File: src/rtl/spi_sclk_pkg.sv
package spi_sclk_pkg;
  typedef enum logic {
    DIV_POW2 = 1'b0,
    DIV_LIN  = 1'b1
  } div_mode_e;

  function automatic int unsigned max_u(input int unsigned a, input int unsigned b);
    return (a > b) ? a : b;
  endfunction
endpackage

File: src/rtl/spi_sclk_cfg.sv
// Captures the divider settings while idle and converts them into a half-period terminal count.
module spi_sclk_cfg
  import spi_sclk_pkg::*;
#(
  parameter int unsigned LIN_W = 8,
  parameter int unsigned EXP_W = 4,
  parameter int unsigned CNT_W = 14
) (
  input  logic             clk_i,
  input  logic             rst_ni,
  input  logic             en_i,
  input  logic             mode_i,
  input  logic [EXP_W-1:0] exp_i,
  input  logic [LIN_W-1:0] lin_i,
  input  logic             cpol_i,
  input  logic             cpha_i,
  output logic [CNT_W-1:0] term_o,
  output logic             cpol_o,
  output logic             cpha_o
);
  localparam int unsigned EXP_N = 1 << EXP_W;

  logic [CNT_W-1:0] pow_tab [EXP_N];
  logic [CNT_W-1:0] term_d;
  div_mode_e        mode_sel;

  // Terminal count for each exponent; E=0 is clamped to divide-by-2.
  for (genvar g = 0; g < EXP_N; g++) begin : g_pow
    if (g == 0) begin : g_clamp
      assign pow_tab[g] = '0;
    end else begin : g_shift
      assign pow_tab[g] = CNT_W'((64'd1 << (g - 1)) - 64'd1);
    end
  end

  assign mode_sel = div_mode_e'(mode_i);

  always_comb begin
    unique case (mode_sel)
      DIV_LIN:  term_d = CNT_W'(lin_i);
      default:  term_d = pow_tab[exp_i];
    endcase
  end

  always_ff @(posedge clk_i or negedge rst_ni) begin
    if (!rst_ni) begin
      term_o <= '0;
      cpol_o <= 1'b0;
      cpha_o <= 1'b0;
    end else if (!en_i) begin
      term_o <= term_d;
      cpol_o <= cpol_i;
      cpha_o <= cpha_i;
    end
  end
endmodule

File: src/rtl/spi_sclk_cnt.sv
// Half-period counter; toggles the phase and registers edge strobes.
module spi_sclk_cnt #(
  parameter int unsigned CNT_W = 14
) (
  input  logic             clk_i,
  input  logic             rst_ni,
  input  logic             en_i,
  input  logic [CNT_W-1:0] term_i,
  output logic             phase_o,
  output logic             lead_o,
  output logic             trail_o
);
  logic [CNT_W-1:0] cnt_q;
  logic             hit;

  assign hit = (cnt_q == term_i);

  always_ff @(posedge clk_i or negedge rst_ni) begin
    if (!rst_ni) begin
      cnt_q   <= '0;
      phase_o <= 1'b0;
      lead_o  <= 1'b0;
      trail_o <= 1'b0;
    end else if (!en_i) begin
      cnt_q   <= '0;
      phase_o <= 1'b0;
      lead_o  <= 1'b0;
      trail_o <= 1'b0;
    end else begin
      lead_o  <= hit & ~phase_o;
      trail_o <= hit & phase_o;
      if (hit) begin
        cnt_q   <= '0;
        phase_o <= ~phase_o;
      end else begin
        cnt_q <= cnt_q + CNT_W'(1);
      end
    end
  end
endmodule

File: src/rtl/spi_sclk_edge_sel.sv
// Applies polarity and routes edge strobes by phase.
module spi_sclk_edge_sel (
  input  logic phase_i,
  input  logic lead_i,
  input  logic trail_i,
  input  logic cpol_i,
  input  logic cpha_i,
  output logic sclk_o,
  output logic sample_o,
  output logic drive_o
);
  assign sclk_o   = phase_i ^ cpol_i;
  assign sample_o = cpha_i ? trail_i : lead_i;
  assign drive_o  = cpha_i ? lead_i : trail_i;
endmodule

File: src/rtl/spi_sclk_gen.sv
module spi_sclk_gen
  import spi_sclk_pkg::*;
#(
  parameter int unsigned LIN_W = 8,
  parameter int unsigned EXP_W = 4
) (
  input  logic             clk_i,
  input  logic             rst_ni,
  input  logic             en_i,
  input  logic             mode_i,
  input  logic [EXP_W-1:0] exp_i,
  input  logic [LIN_W-1:0] lin_i,
  input  logic             cpol_i,
  input  logic             cpha_i,
  output logic             sclk_o,
  output logic             lead_o,
  output logic             trail_o,
  output logic             sample_o,
  output logic             drive_o
);
  // Largest terminal: 2^(2^EXP_W - 2) - 1 for the power law, 2^LIN_W - 1 for the linear law.
  localparam int unsigned CNT_W = max_u(LIN_W, max_u((1 << EXP_W) - 2, 1));

  logic [CNT_W-1:0] term;
  logic             cpol_q;
  logic             cpha_q;
  logic             phase;

  spi_sclk_cfg #(
    .LIN_W (LIN_W),
    .EXP_W (EXP_W),
    .CNT_W (CNT_W)
  ) i_cfg (
    .clk_i  (clk_i),
    .rst_ni (rst_ni),
    .en_i   (en_i),
    .mode_i (mode_i),
    .exp_i  (exp_i),
    .lin_i  (lin_i),
    .cpol_i (cpol_i),
    .cpha_i (cpha_i),
    .term_o (term),
    .cpol_o (cpol_q),
    .cpha_o (cpha_q)
  );

  spi_sclk_cnt #(
    .CNT_W (CNT_W)
  ) i_cnt (
    .clk_i   (clk_i),
    .rst_ni  (rst_ni),
    .en_i    (en_i),
    .term_i  (term),
    .phase_o (phase),
    .lead_o  (lead_o),
    .trail_o (trail_o)
  );

  spi_sclk_edge_sel i_sel (
    .phase_i  (phase),
    .lead_i   (lead_o),
    .trail_i  (trail_o),
    .cpol_i   (cpol_q),
    .cpha_i   (cpha_q),
    .sclk_o   (sclk_o),
    .sample_o (sample_o),
    .drive_o  (drive_o)
  );
endmodule

File: config.mk
export PLATFORM = sky130hd
export DESIGN_NAME = spi_sclk_gen
export DESIGN_NICKNAME = d
export VERILOG_FILES = /design/src/rtl/spi_sclk_pkg.sv /design/src/rtl/spi_sclk_cfg.sv /design/src/rtl/spi_sclk_cnt.sv /design/src/rtl/spi_sclk_edge_sel.sv /design/src/rtl/spi_sclk_gen.sv
export SDC_FILE = /design/constraint.sdc
export NUM_CORES = 1
export LEC_CHECK = 0
export ABC_AREA = 0
export BUFFER_PORTS_ARGS = -buffer_cell sky130_fd_sc_hd__buf_2
export CAP_MARGIN = 0
export CORE_MARGIN = 1
export CORE_UTILIZATION = 55
export CTS_CLUSTER_SIZE = 40
export DETAILED_ROUTE_END_ITERATION = 7
export MAX_ROUTING_LAYER = met4
export PLACE_DENSITY = 0.77
export SYNTH_ARGS = -nofsm -noshare
export SYNTH_HDL_FRONTEND = slang
export SYNTH_SLANG_ARGS = --single-unit
File: constraint.sdc
create_clock -name clk_i -period 1.7 [get_ports clk_i]
set_input_delay 0.17 -clock clk_i [delete_from_list [all_inputs] [get_ports clk_i]]
set_output_delay 0.17 -clock clk_i [all_outputs]
set_load 0.1 [all_outputs]
---- After elaboration in Yosys (flattened, before gate mapping) ----
Memories as Yosys holds them, arrays and structs flattened.
Cells that the tools add are included.
cells by class
  add/subtract/negate cells ............... 1
  magnitude comparators ................... 1
  eq/ne operators ......................... 2
  muxes and demuxes ....................... 11
  bitwise gates (word level) .............. 5
operator list
  cell                                                              count
  14-bit two-way mux                                                5
  14-bit by 1-bit adder with 14-bit output (second input constant)  1
  14-bit equality test                                              1
  1-bit two-way mux                                                 6
  5-bit greater-or-equal comparator (second input constant)         1
  4-bit NOT with 5-bit output                                       1
  1-bit bitwise AND                                                 2
  2-bit by 1-bit != test with 1-bit output (second input constant)  1
  1-bit NOT                                                         1
  1-bit XOR                                                         1
storage, ports and cells
  flip-flop bits (word level) ............. 33
  memory bits (read-only) ................. 224
  input bits .............................. 18
  output and inout port bits .............. 5
  logic and storage cells ................. 28
  memories kept ........................... 1
memories
  name             words  width  read ports  clocked after memory_dff  wr ports  RTL line            RTL
  (no name shown)  16     14     1           0                         0         spi_sclk_cfg.sv:41  default: term_d = pow_tab[exp_i];

---- Logic depth before layout (Yosys ltp) ----
  depth after elaboration ................. 5
  depth in mapped cells ................... 6
  mapped depth without buffers ............ 4

---- Hierarchy ----
A second synthesis with hierarchy kept.
second synthesis, totals
  cell total of the unflattened synthesis .. 168
  area, all modules ....................... 1746.7 um^2
by module, submodules not included
  module             times used  cells each  area each (um^2)  seq. area each (um^2)
  spi_sclk_cnt       1           94          952.2             425.4
  spi_sclk_cfg       1           71          763.2             400.4
  spi_sclk_edge_sel  1           3           31.3              0.0

---- Worst setup path before layout ----
No wires, ideal clock.
  path kind ............................... reg2out
  start ................................... register i_cnt.phase_o
  end ..................................... output sclk_o
  arrival time ............................ 1.842 ns
  required time ........................... 1.530 ns
  slack ................................... -0.312 ns
  cell stages (with the launch flop) ...... 2
  buffers on the path ..................... 0
  cells stage by stage .................... dfrtp_1 xor2_1
between the ends
  word-level cells in the longest chain between the ends .. 1
ends and longest elaborated chain
  what                    RTL line                 RTL
  start, declared         spi_sclk_cnt.sv:9        output logic phase_o,
  start signal, assigned  spi_sclk_cnt.sv:34       phase_o <= ~phase_o;
  1-bit XOR               spi_sclk_edge_sel.sv:12  assign sclk_o = phase_i ^ cpol_i;
  end, declared           spi_sclk_gen.sv:15       output logic sclk_o,
No other way between the ends.

---- Final worst setup path ----
  start ................................... register i_cnt.cnt_q[9]
  end ..................................... register i_cnt.lead_o
between the ends
  word-level cells in the longest chain between the ends .. 3
ends and longest elaborated chain
  what                    RTL line            RTL
  start, declared         spi_sclk_cnt.sv:13  logic [CNT_W-1:0] cnt_q;
  start signal, assigned  spi_sclk_cnt.sv:36  cnt_q <= cnt_q + CNT_W'(1);
  14-bit equality test    spi_sclk_cnt.sv:16  assign hit = (cnt_q == term_i);
  1-bit bitwise AND       spi_sclk_cnt.sv:30  lead_o <= hit & ~phase_o;
  1-bit two-way mux       spi_sclk_cnt.sv:24  end else if (!en_i) begin
  end signal, assigned    spi_sclk_cnt.sv:30
  end, declared           spi_sclk_cnt.sv:10  output logic lead_o,
No other way between the ends.
A chain may end at the register's enable or synchronous reset.

==> flow_metrics.py <==
metrics = {
    "global_route": {
        "antenna_found_initial": 0,
        "grt_pass1_vias": 1316,
        "grt_first_pass_wirelength_microns": 5730,
        "grt_use_total_pct": 23.9,
        "globalRouteOverflowTotal": 0,
        "grt_max_degree": 34,
    },
    "floorplan": {
        "num_io_pins": 23,
        "placeableCoreArea_sq_um": 3030,
        "die_area_sq_um": 3410,
        "core.rowCount": 20,
        "floorplan.die.height_microns": 58.4,
        "die_x_microns": 58.4,
        "starting_density_of_the_core_pct": 57.8,
    },
    "setup_path": {
        "worst-setup-path-type": "flop to flop",
        "rr_endpoint": "i_cnt.lead_o$_DFF_PN0_",
        "crit_fanout": 11,
        "startpoint_kind_of_the_worst_setup_timing_path": "flop",
        "ff2ff_setup_slack_ns": 0.08,
        "critical_path.reg2reg.startpoint": "i_cnt.cnt_q[9]$_DFF_PN0_",
        "ff2ff_path_depth": 5,
        "crit_required_ns": 1.94,
        "worst-endpoint-arrival_ns": 1.86,
        "setup.worst_path.end_class": "flop",
    },
    "power": {
        "power-per-cell-area_nw_per_um2": 762,
        "max-vdd-ir-drop_uv": 599,
        "finalPower_mw": 1.49,
        "p_leak_nw": 0.839,
    },
    "clock_tree": {
        "post-cts-setup-buffer-count": 0,
        "numClockSinks": 33,
        "cts_made_buffers": 5,
        "worst_setup_hold_path_clk_slew_ns": 0.10,
        "clock_tree.buffer_depth": 2,
        "ctsHtreeMaxLevel": 2,
        "root_buffer": "clkbuf_4",
        "cts_tree": "built",
        "clkLatencyLatePin_ns": 0.33,
    },
    "synthesis": {
        "synth_fp_nets": 195,
        "synthesis.area_sq_um": 1750,
        "synth_seq_cells": 33,
        "synth_enable_flop_cells": 0,
        "synth_sequential_area_ratio_pct": 47.2,
        "yosysWarnings": 0,
        "most_used_dff_post_synth": "dfrtp_1",
        "synth_async_sr_flop_share_pct": 100,
        "cell_variety_after_synth": 38,
        "synth.avg_cell_area_sq_um": 9.94,
        "post_syn_instances": 176,
    },
    "sta": {
        "rsz_0062_raised_after_global_routing": "false",
        "worst_slew_margin_rel_pct": 67.2,
        "timing_hold_violations_final": 0,
        "totalNegativeSetupSlack_ns": 0,
        "slew_limit_fails": 0,
        "final.period_utilization_pct": 95.4,
        "finalCriticalPeriod_ns": 1.62,
        "final.setup.worst_slack_ns": 0.0776,
        "finClkSkew_ns": 0.00563,
        "max_slew.worst_pin.slew_ns": 0.489,
        "setup-violations-final": 0,
        "fmax_ghz": 0.616,
    },
    "layout": {
        "insertedDiodeCount": 0,
        "layout.filler_cells": 246,
        "flow.area_growth_from_synthesis_pct": 12.2,
        "nNetsFinal": 219,
        "share_of_post_route_cells_with_drive_strength_above_1_pct": 24.4,
    },
    "status": {
        "status": "completed",
    },
    "drt": {
        "post-route-drc-count": 0,
        "initial_drt_markers": 48,
        "route.vias.total": 1353,
        "wl_per_cell_microns": 13.9,
        "totalWireLength_microns": 3420,
        "detail_route.first_pass.iterations": 4,
        "post_drt_via_cell_ratio": 5.52,
        "drtAntennaViolNets": 0,
    },
    "placement": {
        "io_buffer_count": 22,
        "dpl_worst_slack_ns": 0.0972,
        "gpl.final_weighted_congestion": 0.949,
        "dpl.hpwl_microns": 2510,
    },
    "hold_path": {
        "hold-path-endpoint": "i_cfg.cpol_o$_DFFE_PN0N_",
        "hp_start": "cpol_i",
        "timing.hold.worst.class": "primary input to flop",
        "min_delay_path_depth": 2,
    },
    "flow_run": {
        "max_cap_violations": 0,
    },
}
## layout by cell type (no fill, tap or decap), types with 5 or more instances in the layout
cell / Yosys / layout
xor2_1: 9 / 8
buf_2: 0 / 22
a21oi_1: 7 / 7
xnor2_1: 14 / 14
nor2_1: 6 / 6
o21ai_0: 15 / 15
buf_4: 0 / 5
nor3_1: 11 / 11
nand4_1: 8 / 8
dfrtp_1: 33 / 30
nand2_1: 19 / 19
clkbuf_4: 0 / 5
## through the flow
stage	cell area (sq um)	utilization (%)	hold WS, ns	cells
6_report	1960	64.8	0.0664	245
5_1_grt	1960	64.8	0.0578	245
4_1_cts	1960	64.7	0.0501	245
3_5_place_dp	1900	62.7	0.218	236
3_3_place_gp	1900	62.7	0.211	236
2_1_floorplan	1760	-	-0.126	176
## power by group
part           internal (mW)  total [mW]  switching [mW]
clock network          0.157       0.418           0.260
registers              0.823       0.859          0.0360
logic                 0.0887       0.217           0.128
total                   1.07        1.49           0.425
## registers in the layout, indices dropped and copies added, names as in the netlist
register	cells
i_cfg.cpol_o	1
i_cnt.cnt_q	14
i_cfg.cpha_o	1
i_cfg.term_o	14
i_cnt.lead_o	1
i_cnt.phase_o	1
i_cnt.trail_o	1
## worst max-delay path by stage
stage / start / to / slack (ns) / cells past startpoint
6_report: i_cnt.cnt_q[9]$_DFF_PN0_ / i_cnt.lead_o$_DFF_PN0_ / 0.08 / 5
5_1_grt: i_cnt.cnt_q[7]$_DFF_PN0_ / i_cnt.lead_o$_DFF_PN0_ / 0.005 / 5
4_1_cts: i_cnt.cnt_q[2]$_DFF_PN0_ / i_cnt.cnt_q[11]$_DFF_PN0_ / 0.07 / 4
3_5_place_dp: i_cnt.cnt_q[9]$_DFF_PN0_ / i_cnt.lead_o$_DFF_PN0_ / 0.1 / 5
3_3_place_gp: i_cnt.cnt_q[2]$_DFF_PN0_ / i_cnt.cnt_q[12]$_DFF_PN0_ / 0.13 / 4
2_1_floorplan: i_cnt.cnt_q[5]$_DFF_PN0_ / i_cnt.cnt_q[10]$_DFF_PN0_ / 0.15 / 6
## critical path, stage by stage, from the launching register on
cell	delay, ns
dfrtp_1	0.45
xnor2_1	0.20
nand4_2	0.15
nor4_4	0.31
buf_4	0.23
nor3b_1	0.19
## cells in the mapped netlist (3+ instances only)
library cell	count	area, sq um
a21oi_1	7	35.0
buf_6	3	33.8
clkbuf_1	8	30.0
dfrtp_1	33	826
mux2_2	4	45.0
nand2_1	19	71.3
nand3_1	4	20.0
nand4_1	8	50.1
nor2_1	6	22.5
nor3_1	11	55.1
o21ai_0	15	75.1
o31ai_1	3	22.5
or3_1	3	18.8
xnor2_1	14	123
xor2_1	9	78.8
## layout make-up
type / instances / area, sq um / share of cell area [%]
Clock inverter: 2 / 10.0 / 0.510
Timing Repair Buffer: 28 / 158 / 8.04
Tap cell: 44 / 55.1 / 2.81
Inverter: 3 / 11.3 / 0.574
Sequential cell: 33 / 830 / 42.3
Multi-Input combinational cell: 129 / 857 / 43.7
Clock buffer: 6 / 41.3 / 2.10
## per-layer routing
layer | track usage (%) | routed length, microns | share of wire (%) | up-vias
li1 | - | - | - | 667
met1 | 28.3 | 1480 | 43 | 640
met2 | 37.8 | 1700 | 50 | 39
met3 | 6.81 | 157 | 4.6 | 7
met4 | 11.6 | 74 | 2.2 | 0
met5 | - | 0 | 0 | -
## repair_timing
item,in CTS,in global routing
gates resized for setup,0,2
endpoints found under the setup margin,0,3
endpoints found under the hold margin,33,0
hold buffers,1,0
## cell families (layout without fill, tap and decap cells)
kind of cell	Yosys count	count (layout)	synth area share [%]
AND/OR/NAND/NOR	65	65	20.4
multiplexers	5	5	3.15
XOR/XNOR	24	24	12.4
adder cells (fa/ha/maj)	1	1	0.715
flip-flops	33	33	47.2
AO/OA/AOI/OAI	34	34	11.8
buffers and inverters	14	39	4.29
(Power assumes the default switching activity.)
